[config.mk]
export PLATFORM = sky130hd
export DESIGN_NAME = mc_watchdog
export DESIGN_NICKNAME = d
export VERILOG_FILES = /design/src/rtl/mc_wdt_pkg.sv /design/src/rtl/mc_wdt_regs.sv /design/src/rtl/mc_wdt_pmgate.sv /design/src/rtl/mc_wdt_prescale.sv /design/src/rtl/mc_wdt_count.sv /design/src/rtl/mc_watchdog.sv
export SDC_FILE = /design/constraint.sdc
export NUM_CORES = 1
export LEC_CHECK = 0
export BUFFER_PORTS_ARGS = -buffer_cell sky130_fd_sc_hd__buf_2
export CAP_MARGIN = 20
export CORE_MARGIN = 5
export CORE_UTILIZATION = 60
export CTS_CLUSTER_SIZE = 28
export DETAILED_ROUTE_END_ITERATION = 10
export PLACE_DENSITY_LB_ADDON = 0.12
export REMOVE_ABC_BUFFERS = 1
export SYNTH_ARGS = -nofsm -noshare
export SYNTH_HDL_FRONTEND = slang
export SYNTH_SLANG_ARGS = --single-unit
[constraint.sdc]
create_clock -name clk -period 4.6 [get_ports clk]
set_input_delay 0.23 -clock clk [delete_from_list [all_inputs] [get_ports clk]]
set_output_delay 0.23 -clock clk [all_outputs]
set_load 0.005 [all_outputs]
[src/rtl/mc_wdt_pkg.sv]
package mc_wdt_pkg;
  localparam logic [7:0] FEED_KEY_A = 8'h1E;
  localparam logic [7:0] FEED_KEY_B = 8'hE1;

  typedef enum logic [1:0] {
    WD_OFF  = 2'd0,
    WD_RUN  = 2'd1,
    WD_FIRE = 2'd2
  } wd_state_e;
endpackage

[src/rtl/mc_wdt_regs.sv]
module mc_wdt_regs
  import mc_wdt_pkg::*;
#(
  parameter int ADDR_W = 8,
  parameter int SEL_W = 3,
  parameter logic [ADDR_W-1:0] PRG_ADDR = 8'hA7,
  parameter logic [ADDR_W-1:0] FEED_ADDR = 8'hA6
) (
  input  logic              clk,
  input  logic              rst,
  input  logic              we,
  input  logic [ADDR_W-1:0] addr,
  input  logic [7:0]        wdata,
  output logic [7:0]        rdata,
  output logic [SEL_W-1:0]  sel_act,
  output logic              feed
);
  logic [SEL_W-1:0] sel_q;
  logic             primed_q;
  logic             feed_wr;

  assign feed_wr = we && (addr == FEED_ADDR);
  assign feed    = feed_wr && primed_q && (wdata == FEED_KEY_B);

  always_ff @(posedge clk) begin
    if (rst) begin
      sel_q    <= '0;
      sel_act  <= '0;
      primed_q <= 1'b0;
      rdata    <= '0;
    end else begin
      if (we && (addr == PRG_ADDR)) sel_q <= wdata[SEL_W-1:0];
      if (we) primed_q <= feed_wr && (wdata == FEED_KEY_A);
      if (feed) sel_act <= sel_q;
      rdata <= (addr == PRG_ADDR) ? {{(8-SEL_W){1'b0}}, sel_q} : 8'h00;
    end
  end
endmodule

[src/rtl/mc_wdt_pmgate.sv]
module mc_wdt_pmgate (
  input  logic clk,
  input  logic rst,
  input  logic pd_i,
  input  logic wake_int_n,
  output logic freeze
);
  logic hold_q;

  assign freeze = pd_i || (hold_q && !wake_int_n);

  always_ff @(posedge clk) begin
    if (rst) hold_q <= 1'b0;
    else     hold_q <= !wake_int_n && (pd_i || hold_q);
  end
endmodule

[src/rtl/mc_wdt_prescale.sv]
module mc_wdt_prescale #(
  parameter int CLKS_PER_MC = 12
) (
  input  logic clk,
  input  logic rst,
  input  logic en,
  input  logic clr,
  output logic tick
);
  localparam int PRE_W = $clog2(CLKS_PER_MC + 1);
  localparam logic [PRE_W-1:0] PRE_LAST = PRE_W'(CLKS_PER_MC - 1);

  logic [PRE_W-1:0] pre_q;

  assign tick = en && !clr && (pre_q == PRE_LAST);

  always_ff @(posedge clk) begin
    if (rst || clr)  pre_q <= '0;
    else if (en)     pre_q <= (pre_q == PRE_LAST) ? '0 : pre_q + 1'b1;
  end
endmodule

[src/rtl/mc_wdt_count.sv]
module mc_wdt_count
  import mc_wdt_pkg::*;
#(
  parameter int BASE_EXP = 14,
  parameter int SEL_W = 3,
  parameter int PULSE_CLKS = 96,
  parameter int CNT_W = BASE_EXP + (1 << SEL_W) - 1
) (
  input  logic             clk,
  input  logic             rst,
  input  logic             feed,
  input  logic             tick,
  input  logic [SEL_W-1:0] sel_act,
  output logic [CNT_W-1:0] mc_cnt,
  output logic             running,
  output logic             rst_o
);
  localparam int PCNT_W = $clog2(PULSE_CLKS + 1);
  localparam logic [PCNT_W-1:0] PULSE_LAST = PCNT_W'(PULSE_CLKS - 1);

  wd_state_e         state_q;
  logic [PCNT_W-1:0] pcnt_q;
  logic [CNT_W:0]    limit_w;
  logic [CNT_W-1:0]  last_cnt;

  assign limit_w  = ((CNT_W+1)'(1) << (BASE_EXP + int'(sel_act))) - (CNT_W+1)'(1);
  assign last_cnt = limit_w[CNT_W-1:0] - CNT_W'(1);
  assign running  = (state_q == WD_RUN);

  always_ff @(posedge clk) begin
    if (rst) begin
      state_q <= WD_OFF;
      mc_cnt  <= '0;
      pcnt_q  <= '0;
      rst_o   <= 1'b0;
    end else begin
      unique case (state_q)
        WD_OFF: begin
          if (feed) begin
            state_q <= WD_RUN;
            mc_cnt  <= '0;
          end
        end
        WD_RUN: begin
          if (feed) begin
            mc_cnt <= '0;
          end else if (tick) begin
            if (mc_cnt == last_cnt) begin
              state_q <= WD_FIRE;
              mc_cnt  <= '0;
              pcnt_q  <= '0;
              rst_o   <= 1'b1;
            end else begin
              mc_cnt <= mc_cnt + 1'b1;
            end
          end
        end
        WD_FIRE: begin
          if (pcnt_q == PULSE_LAST) begin
            state_q <= WD_OFF;
            rst_o   <= 1'b0;
          end else begin
            pcnt_q <= pcnt_q + 1'b1;
          end
        end
        default: state_q <= WD_OFF;
      endcase
    end
  end
endmodule

[src/rtl/mc_watchdog.sv]
module mc_watchdog #(
  parameter int CLKS_PER_MC = 12,
  parameter int BASE_EXP = 14,
  parameter int SEL_W = 3,
  parameter int PULSE_CLKS = 96,
  parameter logic [7:0] PRG_ADDR = 8'hA7,
  parameter logic [7:0] FEED_ADDR = 8'hA6
) (
  input  logic       clk,
  input  logic       rst,
  input  logic       pd_i,
  input  logic       wake_int_n,
  input  logic       reg_we,
  input  logic [7:0] reg_addr,
  input  logic [7:0] reg_wdata,
  output logic [7:0] reg_rdata,
  output logic       wdt_rst_o
);
  localparam int CNT_W = BASE_EXP + (1 << SEL_W) - 1;

  logic [SEL_W-1:0] sel_act;
  logic             feed;
  logic             freeze;
  logic             tick;
  logic             running;
  logic [CNT_W-1:0] mc_cnt;

  mc_wdt_regs #(
    .ADDR_W(8), .SEL_W(SEL_W), .PRG_ADDR(PRG_ADDR), .FEED_ADDR(FEED_ADDR)
  ) u_regs (
    .clk(clk), .rst(rst), .we(reg_we), .addr(reg_addr), .wdata(reg_wdata),
    .rdata(reg_rdata), .sel_act(sel_act), .feed(feed)
  );

  mc_wdt_pmgate u_pm (
    .clk(clk), .rst(rst), .pd_i(pd_i), .wake_int_n(wake_int_n), .freeze(freeze)
  );

  mc_wdt_prescale #(.CLKS_PER_MC(CLKS_PER_MC)) u_pre (
    .clk(clk), .rst(rst), .en(running && !freeze), .clr(feed), .tick(tick)
  );

  mc_wdt_count #(
    .BASE_EXP(BASE_EXP), .SEL_W(SEL_W), .PULSE_CLKS(PULSE_CLKS), .CNT_W(CNT_W)
  ) u_cnt (
    .clk(clk), .rst(rst), .feed(feed), .tick(tick), .sel_act(sel_act),
    .mc_cnt(mc_cnt), .running(running), .rst_o(wdt_rst_o)
  );
endmodule

==> results of run 1 <==
[logic make-up (layout without fill, tap and decap cells)]
group | after synthesis | in the layout | synth area share
compound gates | 58 | 58 | 0.160
xor+xnor | 23 | 23 | 0.0701
fa+ha+maj | 12 | 12 | 0.0522
buf+inv | 33 | 46 | 0.0653
flops | 46 | 46 | 0.320
mux | 9 | 9 | 0.0313
other cells | 1 | 5 | 0.00130
simple gates | 140 | 140 | 0.300
[stage by stage]
step                setup slack, ns  cells  hold slack (ns)
floorplan                      1.60    304            0.299
global route                   1.22    393           0.0896
finish                         1.46    393            0.102
CTS                            1.44    392           0.0968
global placement               1.59    384            0.413
detailed placement             1.43    384            0.422
[placed cells by master (no fill, tap or decap), types with 4 or more instances in the layout]
master / n
nor3_1: 21
nand4_1: 14
dfxtp_1: 46
conb_1: 5
nand3_1: 13
nor2_1: 12
o21ai_0: 11
nor4_1: 6
and2_1: 5
o211ai_1: 5
nand4b_1: 4
ha_1: 12
xnor2_1: 5
nor2b_1: 8
xor2_1: 18
buf_2: 24
a211oi_1: 6
mux2i_1: 9
inv_1: 11
clkbuf_8: 6
nand2_1: 15
a21oi_1: 7
and3_1: 9
or3_1: 5
[synth_stat cells, drive strengths merged, types with 4 or more instances]
library cell,n
a211oi,7
ha,12
xnor2,5
inv,11
nand3,13
nand4,15
and3,9
and4,4
nor2b,8
a21oi,8
dfxtp,46
and2,7
xor2,18
mux2i,9
nand2,15
o21ai,12
nor4,6
nor2,12
o211ai,5
nor4b,4
buf,13
or3,5
nor3,21
nand4b,4
clkbuf,7
[path summary, 6_finish.rpt]
check / start / endpoint / slack, ns / depth (start not counted)
max: u_regs.sel_act[1]$_SDFFE_PP0P_ / u_cnt.pcnt_q[4]$_SDFFE_PP0P_ / 1.46 / 8
min: wake_int_n / u_pm.hold_q$_SDFF_PP0_ / 0.10 / 2
max reg2reg: u_regs.sel_act[1]$_SDFFE_PP0P_ / u_cnt.pcnt_q[4]$_SDFFE_PP0P_ / 1.46 / 8
min reg2reg: u_regs.sel_q[0]$_SDFFE_PP0P_ / u_regs.sel_act[0]$_SDFFE_PP0P_ / 0.48 / 2
[routing by layer]
layer,global-route usage,vias up
met4,0.0584,0
met3,0.0340,9
li1,-,1235
met5,0,-
met1,0.261,1096
met2,0.325,31
[state kept, by name, summed over array words and instances (netlist names), 2 cells and up]
name / flops
u_regs.sel_act: 3
u_cnt.mc_cnt: 21
u_regs.rdata: 3
u_pre.pre_q: 4
u_cnt.pcnt_q: 7
u_cnt.state_q: 2
u_regs.sel_q: 3
[report_power, final]
part | switching, W | internal, W | total (W)
Combinational | 0.0000395 | 0.0000231 | 0.0000626
Sequential | 0.00000209 | 0.000401 | 0.000403
Clock | 0.000129 | 0.000121 | 0.000250
Total | 0.000170 | 0.000546 | 0.000716
[area by class of cell]
type	instances	area [um^2]	share of cell area
clock inverters	1	5.00	0.00165
well taps	54	67.6	0.0222
inverters	11	41.3	0.0136
multi-input cells	247	1780	0.585
flip-flops and latches	46	921	0.303
repair buffers	27	140	0.0461
clock buffers	7	86.3	0.0284
[worst reg2reg max path, delay by kind of cell, from the launching register on]
family                     cells  cell delay (ns)
buffers and inverters          1             0.09
xor gates and xnor gates       1             0.16
DFF                            1             0.57
adders and majority gates      1             0.42
and+or+nand+nor                2             0.68
AOI/OAI and AO/OA              3             1.14
==> results.py, run 1 <==
metrics = {
    "clock_tree": {
        "cts.sinks": 46,
        "cts-resized-gates": 0,
        "cts_tree": "built",
        "clock_latency_ns": 0.30,
        "cts-root-buf": "clkbuf_8",
        "path_clk_slew_ns": 0.09,
        "cts_setup_buffers": 0,
        "clk_path_buf_depth": 2,
        "cts_buffers": 5,
        "ctsHtreeMaxLevel": 2,
        "cts_hold_buf": 0,
    },
    "yosys": {
        "synth.area.top_cells": "dfxtp_1, xor2_1, ha_1, nor3_1, mux2i_1",
        "yosysSeqAreaShare": 0.320,
        "synth_flop_cell": "dfxtp_1",
        "async_flop_share": 0,
        "synth_cells": 322,
        "yosys.area.top_type_share": 0.320,
        "netlist_area_um2": 2870,
        "synth.avg_cell_area_um2": 8.93,
        "yosys_register_bits": 46,
        "synth_top_area_cell": "dfxtp_1",
        "yosysWarnings": 0,
        "synth_edf_count": 0,
        "synth_cell_types": 68,
    },
    "grt": {
        "gr-total-overflow": 0,
        "track_usage": 0.196,
        "antenna_found_initial": 0,
        "grt_pass1_wl_um": 10000,
        "grt_pass1_vias": 2222,
        "grt_max_degree": 42,
    },
    "setup_path": {
        "worstPathCellList": "inv_1 -> ha_1 -> nor4b_4 -> xnor2_1 -> a2111oi_4 -> nand4_2 -> a2111o_1 -> a311oi_1",
        "crit_required_ns": 4.81,
        "cp-end-kind": "flip-flop",
        "slowest_stage": "dfxtp_1",
        "crit_family": "compound AO/OA/AOI/OAI gates",
        "cp.buffers_inverters": 1,
        "arrival_ns": 3.35,
        "crit_type": "flip-flop to flip-flop",
        "critPathMaxStageDelay_ns": 0.57,
        "start_kind": "flip-flop",
        "cp_max_fo": 14,
    },
    "placement": {
        "place_area_um2": 2950,
        "portBuffers": 24,
        "gp_congestion": 0.809,
        "dp_hpwl_um": 4150,
    },
    "routing": {
        "firstDrtPassIters": 4,
        "wl_met1_um": 2770,
        "drc_errors": 0,
        "top_layer": "met4",
        "viasPerCell": 6.03,
        "postRouteAntennaNets": 0,
        "drt_iter0_drc": 80,
        "wire_per_inst_um": 14.6,
        "met2_length_um": 2750,
        "wirelength_um": 5760,
        "vias": 2371,
        "met3WireLength_um": 150,
    },
    "finish": {
        "syn_to_final_growth_pct": 5.83,
        "drive_above_1_share": 0.133,
        "stdcell_area_um2": 3040,
        "final_util": 0.648,
        "n_antenna_cell": 0,
        "n_fill_cell": 397,
        "nNetsFinal": 371,
    },
    "sta": {
        "setup_viol": 0,
        "fin_crit_ns": 3.14,
        "setup_tns_ns": 0,
        "drv_slew": 0,
        "rsz0062_at_grt": "false",
        "fmax_ghz": 0.318,
        "hold_violations": 0,
        "tightest_slew_ns": 1.01,
        "relSlewSlack": 0.324,
        "min_period_over_period": 0.683,
        "fin_skew_ns": 0.0112,
    },
    "power": {
        "power_density_nw_per_um2": 235,
        "p_total_w": 0.000716,
        "ir_drop_v": 0.000136,
        "p_leak_nw": 1.13,
    },
    "floorplanning": {
        "core_um2": 4690,
        "die-area_um2": 6270,
        "ios": 30,
        "initial_utilization": 0.613,
        "die_w_um": 79.2,
        "die_h_um": 79.2,
        "std_cell_rows": 25,
    },
    "worst_hold_path": {
        "min_path_type": "input pin to flip-flop",
    },
    "job": {
        "max-cap-violations": 0,
    },
    "status": {
        "outcome": "completed",
    },
}
Power figures use the tool's default switching activity.
==> inputs of run 2 (changes only) <==
--- a/config.mk
+++ b/config.mk
@@ -8,7 +8,7 @@
 export BUFFER_PORTS_ARGS = -buffer_cell sky130_fd_sc_hd__buf_2
 export CAP_MARGIN = 20
 export CORE_MARGIN = 5
-export CORE_UTILIZATION = 60
+export CORE_UTILIZATION = 59
 export CTS_CLUSTER_SIZE = 28
 export DETAILED_ROUTE_END_ITERATION = 10
 export PLACE_DENSITY_LB_ADDON = 0.12
==> constraint.sdc (replaced) <==
create_clock -name clk -period 3.1 [get_ports clk]
set_input_delay 0.155 -clock clk [delete_from_list [all_inputs] [get_ports clk]]
set_output_delay 0.155 -clock clk [all_outputs]
set_load 0.005 [all_outputs]
==> run 2 against run 1 <==
Net effect: worst hold slack worse by 0.084 ns; die area grew 1.5%; via count rose by 3.4%; sequential cell count stayed put; critical path depth unchanged; routed wire length rose by 6.3%; clock power increased by 52%; global-route usage up 1.1 points; clock skew is 0.0021 ns lower; final cell count rose by 4.8%; final area is 2.1% higher.
==> results.py, run 2 (synthesis results as in run 1) <==
metrics = {
    "finish": {
        "reg_top3": "u_cnt.mc_cnt (21), u_cnt.pcnt_q (7), u_pre.pre_q (4)",
        "n_fill_cell": 417,
        "final_common_cell": "dfxtp_1",
        "syn_to_final_growth_pct": 8.05,
        "nNetsFinal": 377,
        "largest_reg_flops": 21,
        "drive_above_1_share": 0.148,
        "stdcell_count": 412,
        "final_cell_mix": "dfxtp_1, buf_2, nor3_1",
        "final_util": 0.657,
        "n_antenna_cell": 0,
        "stdcell_area_um2": 3110,
        "largest-register": "u_cnt.mc_cnt",
    },
    "setup_path": {
        "start_kind": "flip-flop",
        "r2r_cells": 8,
        "crit_required_ns": 3.31,
        "crit_type": "flip-flop to flip-flop",
        "r2r_slack_ns": 0.20,
        "arrival_ns": 3.11,
        "cp-end-kind": "flip-flop",
        "cp_max_fo": 14,
        "r2r_end": "u_cnt.pcnt_q[4]$_SDFFE_PP0P_",
        "worstSetupStartpoint": "u_regs.sel_act[2]$_SDFFE_PP0P_",
        "worstReg2RegStart": "u_regs.sel_act[2]$_SDFFE_PP0P_",
        "crit_end": "u_cnt.pcnt_q[4]$_SDFFE_PP0P_",
    },
    "grt": {
        "grt_max_degree": 42,
        "grt_pass1_wl_um": 10600,
        "grt_pass1_vias": 2333,
        "antenna_found_initial": 0,
        "grtUsageMet1": 0.282,
        "grt-busiest-layer": "met2",
        "track_usage": 0.207,
        "gr-total-overflow": 0,
        "grt_util_met2": 0.331,
        "grt.met3_usage": 0.0418,
    },
    "clock_tree": {
        "cts_setup_buffers": 0,
        "clk_path_buf_depth": 2,
        "clock_latency_ns": 0.30,
        "path_clk_slew_ns": 0.09,
        "cts_hold_buf": 0,
        "ctsHtreeMaxLevel": 2,
        "cts_tree": "built",
        "cts-resized-gates": 0,
        "cts.sinks": 46,
        "cts_buffers": 5,
        "cts-root-buf": "clkbuf_8",
    },
    "sta": {
        "setup_tns_ns": 0,
        "min_period_over_period": 0.935,
        "hold_violations": 0,
        "relSlewSlack": 0.289,
        "tightest_slew_ns": 1.06,
        "setup_viol": 0,
        "drv_slew": 0,
        "rsz0062_at_grt": "false",
        "fmax_ghz": 0.345,
        "fin_skew_ns": 0.00908,
        "fin_crit_ns": 2.90,
    },
    "floorplanning": {
        "die-area_um2": 6370,
        "core_um2": 4720,
        "ios": 30,
        "die_w_um": 79.8,
        "die_h_um": 79.8,
        "initial_utilization": 0.608,
        "std_cell_rows": 25,
    },
    "power": {
        "p_leak_nw": 1.16,
        "power_density_nw_per_um2": 346,
        "ir_drop_v": 0.000323,
    },
    "placement": {
        "gp_congestion": 0.771,
        "dp.cells": 404,
        "dp_hpwl_um": 4250,
        "place_area_um2": 3010,
        "portBuffers": 24,
    },
    "routing": {
        "drt_iter0_drc": 146,
        "viasPerCell": 5.95,
        "postRouteAntennaNets": 0,
        "vias": 2452,
        "wire_per_inst_um": 14.9,
        "drc_errors": 0,
        "wirelength_um": 6120,
        "firstDrtPassIters": 4,
    },
    "worst_hold_path": {
        "min_path_type": "input pin to flip-flop",
    },
    "job": {
        "max-cap-violations": 0,
    },
    "status": {
        "outcome": "completed",
    },
}
## run 2: how the worst min path moves through the flow
| stage | from | end | cells past startpoint |
|---|---|---|---|
| finish | wake_int_n | u_pm.hold_q$_SDFF_PP0_ | 2 |
| global placement | wake_int_n | u_pm.hold_q$_SDFF_PP0_ | 2 |
| floorplan | rst | u_regs.sel_act[0]$_SDFFE_PP0P_ | 1 |
| global route | wake_int_n | u_pm.hold_q$_SDFF_PP0_ | 2 |
| detailed placement | wake_int_n | u_pm.hold_q$_SDFF_PP0_ | 2 |
| CTS | wake_int_n | u_pm.hold_q$_SDFF_PP0_ | 2 |
## run 2: per-stage QoR
stage / power [W] / worst slack [ns] / hold slack, ns
finish: 0.00108 / 0.200 / 0.0184
detailed placement: 0.000709 / 0.206 / 0.340
floorplan: 0.000667 / 0.104 / 0.224
CTS: 0.00109 / 0.206 / 0.0152
global route: 0.00113 / 0.0225 / 0.0141
global placement: 0.000707 / 0.300 / 0.336
## run 2: area by class of cell
cell class / count / area [um^2] / share of cell area
Clock buffer: 7 / 86.3 / 0.0278
Multi-Input combinational cell: 247 / 1780 / 0.573
Inverter: 11 / 41.3 / 0.0133
Timing Repair Buffer: 33 / 188 / 0.0604
Tap cell: 67 / 83.8 / 0.0270
Sequential cell: 46 / 921 / 0.297
Clock inverter: 1 / 5.00 / 0.00161
## run 2: per-layer routing
| layer | share of wire | vias to the layer above | wire length, um |
|---|---|---|---|
| met3 | 0.035 | 7 | 215 |
| met1 | 0.48 | 1168 | 2920 |
| met4 | 0.0092 | 0 | 56 |
| met2 | 0.48 | 39 | 2930 |
| li1 | - | 1238 | - |
| met5 | 0 | - | 0 |
## run 2: where the power goes
group          total (W)  internal [W]  leakage (nW)  switching, W
clock network   0.000379      0.000180        0.0482      0.000199
registers       0.000599      0.000595         0.371    0.00000361
logic          0.0000980     0.0000366         0.741     0.0000615
total            0.00108      0.000812          1.16      0.000264
## run 2: critical path: stages (launching register included)
cell	delay [ns]
dfxtp_1	0.36
inv_1	0.08
ha_1	0.40
nor4b_4	0.30
xnor2_1	0.16
a2111oi_4	0.35
nand4_2	0.40
a2111o_1	0.53
a311oi_1	0.24
